==> src/rtl/brc_pkg.sv <==
// Shared types and register layout for the bus recovery sequencer.
// Assumes a 32-bit register port with four word addresses.
package brc_pkg;

    localparam int DATA_W       = 32;
    localparam int ADDR_W       = 2;
    localparam int THR_W        = 8;
    localparam int THR_LSB      = 16;
    localparam int CFG_RUN_BIT  = 0;
    localparam int CFG_TERM_BIT = 1;
    localparam int CFG_STOP_BIT = 2;
    localparam int LOAD_BIT     = 0;
    localparam int FREED_BIT    = 0;
    localparam int IRQ_DONE_BIT = 11;

    localparam logic [ADDR_W-1:0] A_CFG   = 2'd0;
    localparam logic [ADDR_W-1:0] A_STAT  = 2'd1;
    localparam logic [ADDR_W-1:0] A_LOAD  = 2'd2;
    localparam logic [ADDR_W-1:0] A_IRQ   = 2'd3;

    // Recovery settings, held both as shadow and as active copy
    typedef struct packed {
        logic [THR_W-1:0] limit;
        logic             stop_en;
        logic             early_exit;
    } rec_cfg_t;

    // Sequencer phases
    typedef enum logic [2:0] {
        PH_IDLE,
        PH_CLK_LOW,
        PH_CLK_HIGH,
        PH_STP_CLK_LOW,
        PH_STP_DAT_LOW,
        PH_STP_CLK_REL,
        PH_STP_DAT_REL
    } rec_phase_t;

endpackage

==> src/rtl/brc_regs.sv <==
// Register file of the recovery sequencer: shadow and active settings,
// load handshake, sticky result and completion interrupt.
// Assumes done_i is a single-cycle strobe from the sequencer and that the
// sequencer only reads the active settings.
module brc_regs #(
    parameter int DEF_PULSES = 18
) (
    input  logic                        clk,
    input  logic                        rst_n,
    input  logic                        wen,
    input  logic [brc_pkg::ADDR_W-1:0]  addr,
    input  logic [brc_pkg::DATA_W-1:0]  wdata,
    output logic [brc_pkg::DATA_W-1:0]  rdata,
    input  logic                        busy_i,
    input  logic                        done_i,
    input  logic                        freed_i,
    output logic                        start_o,
    output brc_pkg::rec_cfg_t           act_o,
    output logic                        irq_o
);
    import brc_pkg::*;

    localparam logic [THR_W-1:0] DEF_LIMIT = THR_W'(DEF_PULSES);

    rec_cfg_t shadow_q;
    rec_cfg_t active_q;
    logic     load_q;
    logic     freed_q;
    logic     irq_q;

    logic wr_cfg, wr_load, wr_irq, copy_now;

    // Decode write strobes per register
    assign wr_cfg  = wen && (addr == A_CFG);
    assign wr_load = wen && (addr == A_LOAD) && wdata[LOAD_BIT];
    assign wr_irq  = wen && (addr == A_IRQ) && wdata[IRQ_DONE_BIT];

    // Start only from idle; a run request while busy is dropped
    assign start_o  = wr_cfg && wdata[CFG_RUN_BIT] && !busy_i;
    // Pending load is applied only while no recovery is or becomes active
    assign copy_now = load_q && !busy_i && !start_o;

    // Shadow settings take every configuration write
    always_ff @(posedge clk) begin
        if (!rst_n) begin
            shadow_q <= '{limit: DEF_LIMIT, stop_en: 1'b0, early_exit: 1'b0};
        end else if (wr_cfg) begin
            shadow_q.limit      <= wdata[THR_LSB +: THR_W];
            shadow_q.stop_en    <= wdata[CFG_STOP_BIT];
            shadow_q.early_exit <= wdata[CFG_TERM_BIT];
        end
    end

    // Load handshake: pending flag and copy into the active settings
    always_ff @(posedge clk) begin
        if (!rst_n) begin
            active_q <= '{limit: DEF_LIMIT, stop_en: 1'b0, early_exit: 1'b0};
            load_q   <= 1'b0;
        end else begin
            if (copy_now) begin
                active_q <= shadow_q;
            end
            if (wr_load) begin
                load_q <= 1'b1;
            end else if (copy_now) begin
                load_q <= 1'b0;
            end
        end
    end

    // Sticky result: cleared at start, updated at completion
    always_ff @(posedge clk) begin
        if (!rst_n) begin
            freed_q <= 1'b0;
        end else if (done_i) begin
            freed_q <= freed_i;
        end else if (start_o) begin
            freed_q <= 1'b0;
        end
    end

    // Completion interrupt, write-one-to-clear, set wins
    always_ff @(posedge clk) begin
        if (!rst_n) begin
            irq_q <= 1'b0;
        end else if (done_i) begin
            irq_q <= 1'b1;
        end else if (wr_irq) begin
            irq_q <= 1'b0;
        end
    end

    // Read multiplexer
    always_comb begin
        rdata = '0;
        case (addr)
            A_CFG: begin
                rdata[THR_LSB +: THR_W] = shadow_q.limit;
                rdata[CFG_STOP_BIT]     = shadow_q.stop_en;
                rdata[CFG_TERM_BIT]     = shadow_q.early_exit;
                rdata[CFG_RUN_BIT]      = busy_i;
            end
            A_STAT:  rdata[FREED_BIT]    = freed_q;
            A_LOAD:  rdata[LOAD_BIT]     = load_q;
            default: rdata[IRQ_DONE_BIT] = irq_q;
        endcase
    end

    assign act_o = active_q;
    assign irq_o = irq_q;

    // active settings do not move while a recovery runs
    a_r3_active_frozen: assert property (@(posedge clk) disable iff (!rst_n)
        (busy_i && $past(busy_i)) |-> $stable(active_q));

    // the interrupt only rises after a completion
    a_r11_irq_from_done: assert property (@(posedge clk) disable iff (!rst_n)
        $rose(irq_q) |-> $past(done_i));

    // the result changes only at a start or a completion
    a_r10_status_sticky: assert property (@(posedge clk) disable iff (!rst_n)
        !$stable(freed_q) |-> $past(done_i || start_o));

    // no start is accepted while a recovery is running
    a_r4_no_restart: assert property (@(posedge clk) disable iff (!rst_n)
        busy_i |-> !start_o);

endmodule

==> src/rtl/brc_seq.sv <==
// Recovery sequencer: issues clock pulses paced by tick, samples the data
// line after each high phase, and optionally ends with a STOP condition.
// Assumes tick is a one-cycle strobe, the sense inputs are synchronous,
// and the settings stay stable while busy_o is high.
module brc_seq (
    input  logic              clk,
    input  logic              rst_n,
    input  logic              tick_i,
    input  logic              start_i,
    input  brc_pkg::rec_cfg_t cfg_i,
    input  logic              scl_in,
    input  logic              sda_in,
    output logic              scl_pull,
    output logic              sda_pull,
    output logic              busy_o,
    output logic              done_o,
    output logic              freed_o
);
    import brc_pkg::*;

    rec_phase_t       ph_q, ph_d;
    logic [THR_W-1:0] cnt_q, cnt_d;
    logic             res_q, res_d;
    logic [THR_W:0]   cnt_inc;
    logic             sample_ok, last_pulse, finish_pulses;

    // Pulse bookkeeping for the sample decision
    assign cnt_inc       = {1'b0, cnt_q} + 1'b1;
    assign sample_ok     = tick_i && scl_in;
    assign last_pulse    = (cnt_inc == {1'b0, cfg_i.limit});
    assign finish_pulses = last_pulse || (sda_in && cfg_i.early_exit);

    // Next-phase, count and result logic
    always_comb begin
        ph_d   = ph_q;
        cnt_d  = cnt_q;
        res_d  = res_q;
        done_o = 1'b0;
        case (ph_q)
            PH_IDLE: begin
                if (start_i) begin
                    cnt_d = '0;
                    if (cfg_i.limit == '0) begin
                        done_o = 1'b1;
                    end else begin
                        ph_d = PH_CLK_LOW;
                    end
                end
            end
            PH_CLK_LOW: begin
                if (tick_i) ph_d = PH_CLK_HIGH;
            end
            PH_CLK_HIGH: begin
                if (sample_ok) begin
                    cnt_d = cnt_inc[THR_W-1:0];
                    res_d = sda_in;
                    if (finish_pulses) begin
                        if (cfg_i.stop_en) begin
                            ph_d = PH_STP_CLK_LOW;
                        end else begin
                            ph_d   = PH_IDLE;
                            done_o = 1'b1;
                        end
                    end else begin
                        ph_d = PH_CLK_LOW;
                    end
                end
            end
            PH_STP_CLK_LOW: begin
                if (tick_i) ph_d = PH_STP_DAT_LOW;
            end
            PH_STP_DAT_LOW: begin
                if (tick_i) ph_d = PH_STP_CLK_REL;
            end
            PH_STP_CLK_REL: begin
                if (sample_ok) ph_d = PH_STP_DAT_REL;
            end
            PH_STP_DAT_REL: begin
                if (tick_i) begin
                    ph_d   = PH_IDLE;
                    done_o = 1'b1;
                end
            end
            default: ph_d = PH_IDLE;
        endcase
    end

    // Phase, count and result registers
    always_ff @(posedge clk) begin
        if (!rst_n) begin
            ph_q  <= PH_IDLE;
            cnt_q <= '0;
            res_q <= 1'b0;
        end else begin
            ph_q  <= ph_d;
            cnt_q <= cnt_d;
            res_q <= res_d;
        end
    end

    // Line drive decoded from the registered phase
    assign scl_pull = (ph_q == PH_CLK_LOW) || (ph_q == PH_STP_CLK_LOW) ||
                      (ph_q == PH_STP_DAT_LOW);
    assign sda_pull = (ph_q == PH_STP_DAT_LOW) || (ph_q == PH_STP_CLK_REL);
    assign busy_o   = (ph_q != PH_IDLE);
    assign freed_o  = (ph_q == PH_STP_DAT_REL) ? res_q : sda_in;

    // data is pulled low only while the clock is already held low
    a_r9_dat_low_under_clk: assert property (@(posedge clk) disable iff (!rst_n)
        $rose(sda_pull) |-> ($past(scl_pull) && scl_pull));

    // data is released (STOP) only with the clock released
    a_r9_stop_clk_high: assert property (@(posedge clk) disable iff (!rst_n)
        $fell(sda_pull) |-> !scl_pull);

    // a high phase is held while the clock line reads low
    a_r5_stretch_wait: assert property (@(posedge clk) disable iff (!rst_n)
        (ph_q == PH_CLK_HIGH && !scl_in) |=> (ph_q == PH_CLK_HIGH));

    // idle means both lines released
    a_r1_idle_released: assert property (@(posedge clk) disable iff (!rst_n)
        !busy_o |-> (!scl_pull && !sda_pull));

    // a completion always returns the sequencer to idle
    a_r4_done_to_idle: assert property (@(posedge clk) disable iff (!rst_n)
        done_o |=> !busy_o);

endmodule

==> src/rtl/i2c_bus_recovery.sv <==
// Top of the bus recovery sequencer: register file plus pulse sequencer.
// Assumes scl_in/sda_in are synchronized and the bus is open-drain.
module i2c_bus_recovery #(
    parameter int DEF_PULSES = 18
) (
    input  logic                        clk,
    input  logic                        rst_n,
    input  logic                        tick,
    input  logic                        reg_wen,
    input  logic [brc_pkg::ADDR_W-1:0]  reg_addr,
    input  logic [brc_pkg::DATA_W-1:0]  reg_wdata,
    output logic [brc_pkg::DATA_W-1:0]  reg_rdata,
    input  logic                        scl_in,
    input  logic                        sda_in,
    output logic                        scl_pull,
    output logic                        sda_pull,
    output logic                        irq_done
);
    import brc_pkg::*;

    logic     busy, done, freed, start;
    rec_cfg_t active;

    brc_regs #(.DEF_PULSES(DEF_PULSES)) u_regs (
        .clk     (clk),
        .rst_n   (rst_n),
        .wen     (reg_wen),
        .addr    (reg_addr),
        .wdata   (reg_wdata),
        .rdata   (reg_rdata),
        .busy_i  (busy),
        .done_i  (done),
        .freed_i (freed),
        .start_o (start),
        .act_o   (active),
        .irq_o   (irq_done)
    );

    brc_seq u_seq (
        .clk      (clk),
        .rst_n    (rst_n),
        .tick_i   (tick),
        .start_i  (start),
        .cfg_i    (active),
        .scl_in   (scl_in),
        .sda_in   (sda_in),
        .scl_pull (scl_pull),
        .sda_pull (sda_pull),
        .busy_o   (busy),
        .done_o   (done),
        .freed_o  (freed)
    );

endmodule

==> config.mk <==
export PLATFORM = sky130hd
export DESIGN_NAME = i2c_bus_recovery
export DESIGN_NICKNAME = d
export VERILOG_FILES = /design/src/rtl/brc_pkg.sv /design/src/rtl/brc_regs.sv /design/src/rtl/brc_seq.sv /design/src/rtl/i2c_bus_recovery.sv
export SDC_FILE = /design/constraint.sdc
export NUM_CORES = 1
export LEC_CHECK = 0
export BUFFER_PORTS_ARGS = -buffer_cell sky130_fd_sc_hd__buf_2
export CORE_ASPECT_RATIO = 1.4
export CORE_MARGIN = 8
export CORE_UTILIZATION = 40
export CTS_BUF_LIST = sky130_fd_sc_hd__clkbuf_4
export DETAILED_ROUTE_END_ITERATION = 10
export GPL_TIMING_DRIVEN = 0
export PLACE_DENSITY = 0.67
export SYNTH_ARGS = -nofsm -noshare
export SYNTH_HDL_FRONTEND = slang
export SYNTH_SLANG_ARGS = --single-unit
==> constraint.sdc <==
create_clock -name clk -period 7.6 [get_ports clk]
set_input_delay 0.38 -clock clk [delete_from_list [all_inputs] [get_ports clk]]
set_output_delay 0.38 -clock clk [all_outputs]
set_load 0.02 [all_outputs]
Word-level counts from Yosys, hierarchy flattened
Index checks and enable logic that the tools add are counted.
{"block": "totals", "latchBits": 0, "reg_bits": 35, "ramBits": 0, "mem_bits_ro": 0, "n_memories": 0, "input_bits": 40}
{"block": "op_classes", "mul": 0, "n_addsub": 1, "n_bitwise": 0, "mux": 32, "order_cmp": 0, "shifts": 0, "n_eq_ne": 18, "n_div": 0, "n_reduce_logical": 29}
{"op": "$mux 3", "count": 8}
{"op": "$mux 8", "count": 3}
{"op": "$pmux 3 s7", "count": 1}
{"op": "$pmux 8 s2", "count": 1}
{"op": "$mux 1", "count": 14}
{"op": "$ne 2x2->1 const B", "count": 6}
{"op": "$logic_and 1x1->1", "count": 11}
{"op": "$add 8x1->9 const B", "count": 1}
{"op": "$eq 3x3->1 const B", "count": 3}
{"op": "$eq 9x8->1", "count": 1}
{"op": "$logic_not 8->1", "count": 1}
{"op": "$reduce_and 8->1", "count": 1}
{"op": "$reduce_bool 2->1", "count": 4}
{"op": "$eq 3x2->1 const B", "count": 2}
{"op": "$mux 2", "count": 3}
{"op": "$pmux 1 s3", "count": 2}
{"op": "$eq 2x2->1 const B", "count": 2}
{"op": "$logic_or 1x1->1", "count": 4}
{"op": "$ne 2x1->1 const B", "count": 2}
{"op": "$eq 3x1->1 const B", "count": 1}
{"op": "$logic_not 3->1", "count": 1}
{"op": "$reduce_and 3->1", "count": 1}
{"op": "$reduce_bool 3->1", "count": 1}
{"op": "$reduce_or 3->1", "count": 1}
{"op": "4 further kinds", "count": 5}

Longest topological paths before layout
{"block": "depth", "word_depth": 8, "ltp_mapped": 9, "ltp_nobuf": 8}

Cells and area by module
A second synthesis with hierarchy kept.
{"block": "unflattened", "cells_unflattened": 268, "hier_area_um2": 2265.9}
{"mod": "brc_regs", "area_each_um2": 1214.9, "cells_per_inst": 133, "n_inst": 1}
{"mod": "brc_seq", "area_each_um2": 1051.0, "cells_per_inst": 135, "n_inst": 1}

Least setup slack after synthesis
No wires, ideal clock.
{"block": "synth_timing", "kind": "reg-to-reg", "from": "register u_seq.cnt_q[0]", "to": "register u_regs.freed_q", "slack_ns": 5.166, "n_path_buf": 1, "arrival_time_ns": 2.315, "synth_period_minus_slack_ns": 2.434, "required_ns": 7.481, "path_stages_with_launch": 10, "setup_ns": 0.119, "path_cell_list": "dfxtp_1 ha_1 buf_4 xor2_1 o2111a_1 a2111oi_2 a211oi_1 o41a_1 o32a_2 mux2i_1"}
{"block": "synth_via", "elab_chain_cells": 7}
{"item": "start: declaration", "line": "brc_seq.sv:22", "rtl": "logic [THR_W-1:0] cnt_q, cnt_d;"}
{"item": "start signal: assignment", "line": "brc_seq.sv:96", "rtl": "cnt_q <= cnt_d;"}
{"item": "$add 8x1->9 (*)", "line": "brc_seq.sv:28", "rtl": "assign cnt_inc = {1'b0, cnt_q} + 1'b1;"}
{"item": "$eq 9x8->1 (*)", "line": "brc_seq.sv:30", "rtl": "assign last_pulse = (cnt_inc == {1'b0, cfg_i.limit});"}
{"item": "$logic_or 1x1->1 (*)", "line": "brc_seq.sv:31", "rtl": "assign finish_pulses = last_pulse || (sda_in && cfg_i.early_exit);"}
{"item": "$mux 1 (*)", "line": "brc_seq.sv:57", "rtl": "if (finish_pulses) begin"}
{"item": "$mux 1 (*)", "line": "brc_seq.sv:54", "rtl": "if (sample_ok) begin"}
{"item": "$pmux 1 s3 (*)", "line": "brc_seq.sv:39", "rtl": "case (ph_q)"}
{"item": "$mux 1 or $reduce_bool 2->1 (tied branches)"}
{"item": "end signal: assignment", "line": "brc_regs.sv:76", "rtl": "freed_q <= freed_i;"}
{"item": "end: declaration", "line": "brc_regs.sv:28", "rtl": "logic freed_q;"}
Every way passes the cells marked *; elsewhere a longest branch is shown, timed or not.
A chain may end at the register's enable or synchronous reset.

Worst setup path in the final report
Ends and elaborated chain as after synthesis.

==> flow_summary.ini <==
[worst_setup_path]
r2r-start = u_seq.cnt_q[0]
r2r_end = u_regs.freed_q
required_ns = 7.83
startpoint = u_seq.cnt_q[0]
crit_arrival_ns = 2.85
crit_path_max_fanout = 9
ff2ff_setup_slack_ns = 4.97
cp-start-kind = flip-flop
critPathKind = reg2reg
crit_end = u_regs.freed_q
cp-end-kind = flip-flop
rr_worst_depth = 9

[route]
drtIter0Drc = 118
drc_errors = 0
routed_wl_mm = 4.96
first_pass_iters = 4
wl_per_cell_microns = 12.8
via_per_inst = 4.93
num_vias = 1918
postRouteAntennaNets = 0

[final_layout]
syn_to_final_growth_pct = 17.7
fin_area_sq_um = 2500
diodes = 0
finish.cell_count_without_fillers = 389
nets = 363
nFillCells = 544
drive_gt1_share_pct = 21.7

[die]
fp.dieW_microns = 77.6
dieArea_sq_um = 7940
core_area_sq_um = 5160
start_util_pct = 41.2
rows = 31
io_pins = 75
die_h_microns = 102

[timing]
final_max_slew_viol_count = 0
max_slew_margin_pct = 54.2
setup_violations = 0
rsz0062_at_grt = false
fin_crit_ns = 2.63
finalCritPeriodShare_pct = 34.5
tightest_slew_ns = 0.687
fin_setup_tns_ns = 0
fin_ws_ns = 4.97
skew_ns = 0.0124
hold_viol_final = 0
fmax_mhz = 381

[synth]
yosysWarnings = 0
syn_inst = 263
synth.most_common_cell = nand2_1
yosysSeqAreaShare_pct = 33.0
syn_area_per_cell_sq_um = 8.08
ys_async_sr_fraction_pct = 0
synthFlopType = dfxtp_1
synth_area_sq_um = 2130
yosys-top-cells-count = nand2_1 (40), dfxtp_1 (35), buf_4 (21), nor2b_1 (18), mux2i_1 (13)
synth_edf_count = 0
synth_top_area_share_pct = 33.0
yosys_register_bits = 35
synth_cell_types = 46
synth_area_leaders = dfxtp_1 (33%), buf_4 (7.4%), nand2_1 (7.1%)
synth_top_area_cell = dfxtp_1

[run]
drv_cap = 0

[placement]
gp_congestion = 0.855
placed_cells = 381
dp_hpwl_mm = 3.90
pre_cts_ws_ns = 5.01
place_area_sq_um = 2440
port-buffer-count = 33

[global_route]
grt_pass1_wl_mm = 8.17
first_global_vias = 1801
antenna_found_initial = 0
grt.total_usage_pct = 12.6
overflow = 0
grt_max_degree = 13

[cts]
tritoncts = built
insertion_delay_ns = 0.34
post_cts_buffers = 0
clockRootBuffer = clkbuf_4
path_clk_slew_ns = 0.11
clock_tree.buffer_depth = 2
cts_made_buffers = 5
htree_levels = 2
cts_resized = 0
cts_hold_buffers = 0
clkSinkCount = 35

[run_status]
outcome = complete, no violations

[power_and_ir_drop]
power_density_nw_per_um2 = 162
p_leak_uw = 0.00113
ir_drop_mv = 0.102
p_total_uw = 405

[min_path]
min_path_cells = 3
holdCritPathClass = in2reg
-- where the power goes --
part | switching [uW] | leakage [uW] | internal [uW] | total (uW)
logic | 63.6 | 0.000818 | 42.9 | 107
clock network | 63.6 | 0.0000288 | 35.4 | 99.1
registers | 8.50 | 0.000283 | 191 | 199
-- worst max-delay path, cell delays in order (launching register included) --
cell and delay [ns]:
dfxtp_1 0.37, ha_1 0.21, buf_4 0.16, xor2_1 0.16, o2111a_1 0.26, a2111oi_2 0.36
a211oi_1 0.08, o41a_1 0.43, o32a_2 0.36, mux2i_1 0.12
-- metal layers --
metal | vias to the layer above | share of wire [%] | global-route usage [%]
met5 | - | 0 | 0
met2 | 50 | 50 | 22.0
met3 | 11 | 4.0 | 2.90
li1 | 1000 | - | -
met1 | 857 | 43 | 13.2
met4 | 0 | 3.4 | 8.31
-- worst min-delay path by stage --
stage	from	end	slack (ns)
3_3_place_gp	u_seq.res_q	u_seq.res_q	0.46
3_5_place_dp	u_seq.res_q	u_seq.res_q	0.46
5_1_grt	reg_wdata[17]	u_regs.shadow_q[3]	0.25
4_1_cts	reg_wdata[17]	u_regs.shadow_q[3]	0.23
2_1_floorplan	u_seq.res_q	u_seq.res_q	0.44
6_report	reg_wdata[17]	u_regs.shadow_q[3]	0.25
-- area by class of cell --
class                      instances  area [sq um]  area share [%]
inverter                           1          3.75           0.150
buffer                            34           216            8.65
sequential                        35           701            28.0
tap                               66          82.6            3.30
multi-input combinational        212          1280            51.0
clock buffer                       5          37.5            1.50
timing repair buffer              33           165            6.60
clock inverter                     3          20.0           0.800
-- per-stage QoR --
| step | util, % | hold WS [ns] |
|---|---|---|
| 2_1_floorplan | - | 0.441 |
| 3_3_place_gp | 47.4 | 0.458 |
| 3_5_place_dp | 47.4 | 0.461 |
| 4_1_cts | 48.5 | 0.231 |
| 5_1_grt | 48.5 | 0.252 |
| 6_report | 48.5 | 0.245 |
-- kinds of logic (layout without fill, tap and decap cells) --
kind of cell	Yosys count	count (layout)	synth area share, %
adders and majority gates	1	1	0.588
buffers and inverters	35	76	10.4
and+or+nand+nor	121	121	29.6
DFF	35	35	33.0
muxes	15	15	7.18
other	1	20	0.176
xor gates and xnor gates	8	8	3.30
AOI/OAI and AO/OA	47	47	15.8
-- state kept, by name, indices dropped and copies added, names as in the netlist --
name and count:
u_seq.ph_q 3, u_regs.irq_o 1, u_regs.act_o 10, u_regs.freed_q 1, u_seq.res_q 1, u_regs.load_q 1
u_seq.cnt_q 8, u_regs.shadow_q 10
-- placed cells by master, fill, tap and decap left out, types with 5 or more instances in the layout --
cell type / n
nand4_1: 5
a21oi_1: 7
clkbuf_1: 10
conb_1: 20
buf_2: 35
a21boi_0: 12
xnor2_1: 5
buf_4: 21
clkbuf_4: 5
nor2b_1: 18
nand3_1: 12
dfxtp_1: 35
o21ai_0: 11
nor2_1: 9
nand2_1: 40
and3_1: 5
mux2i_1: 13
and2_1: 12
(Power assumes the default switching activity.)
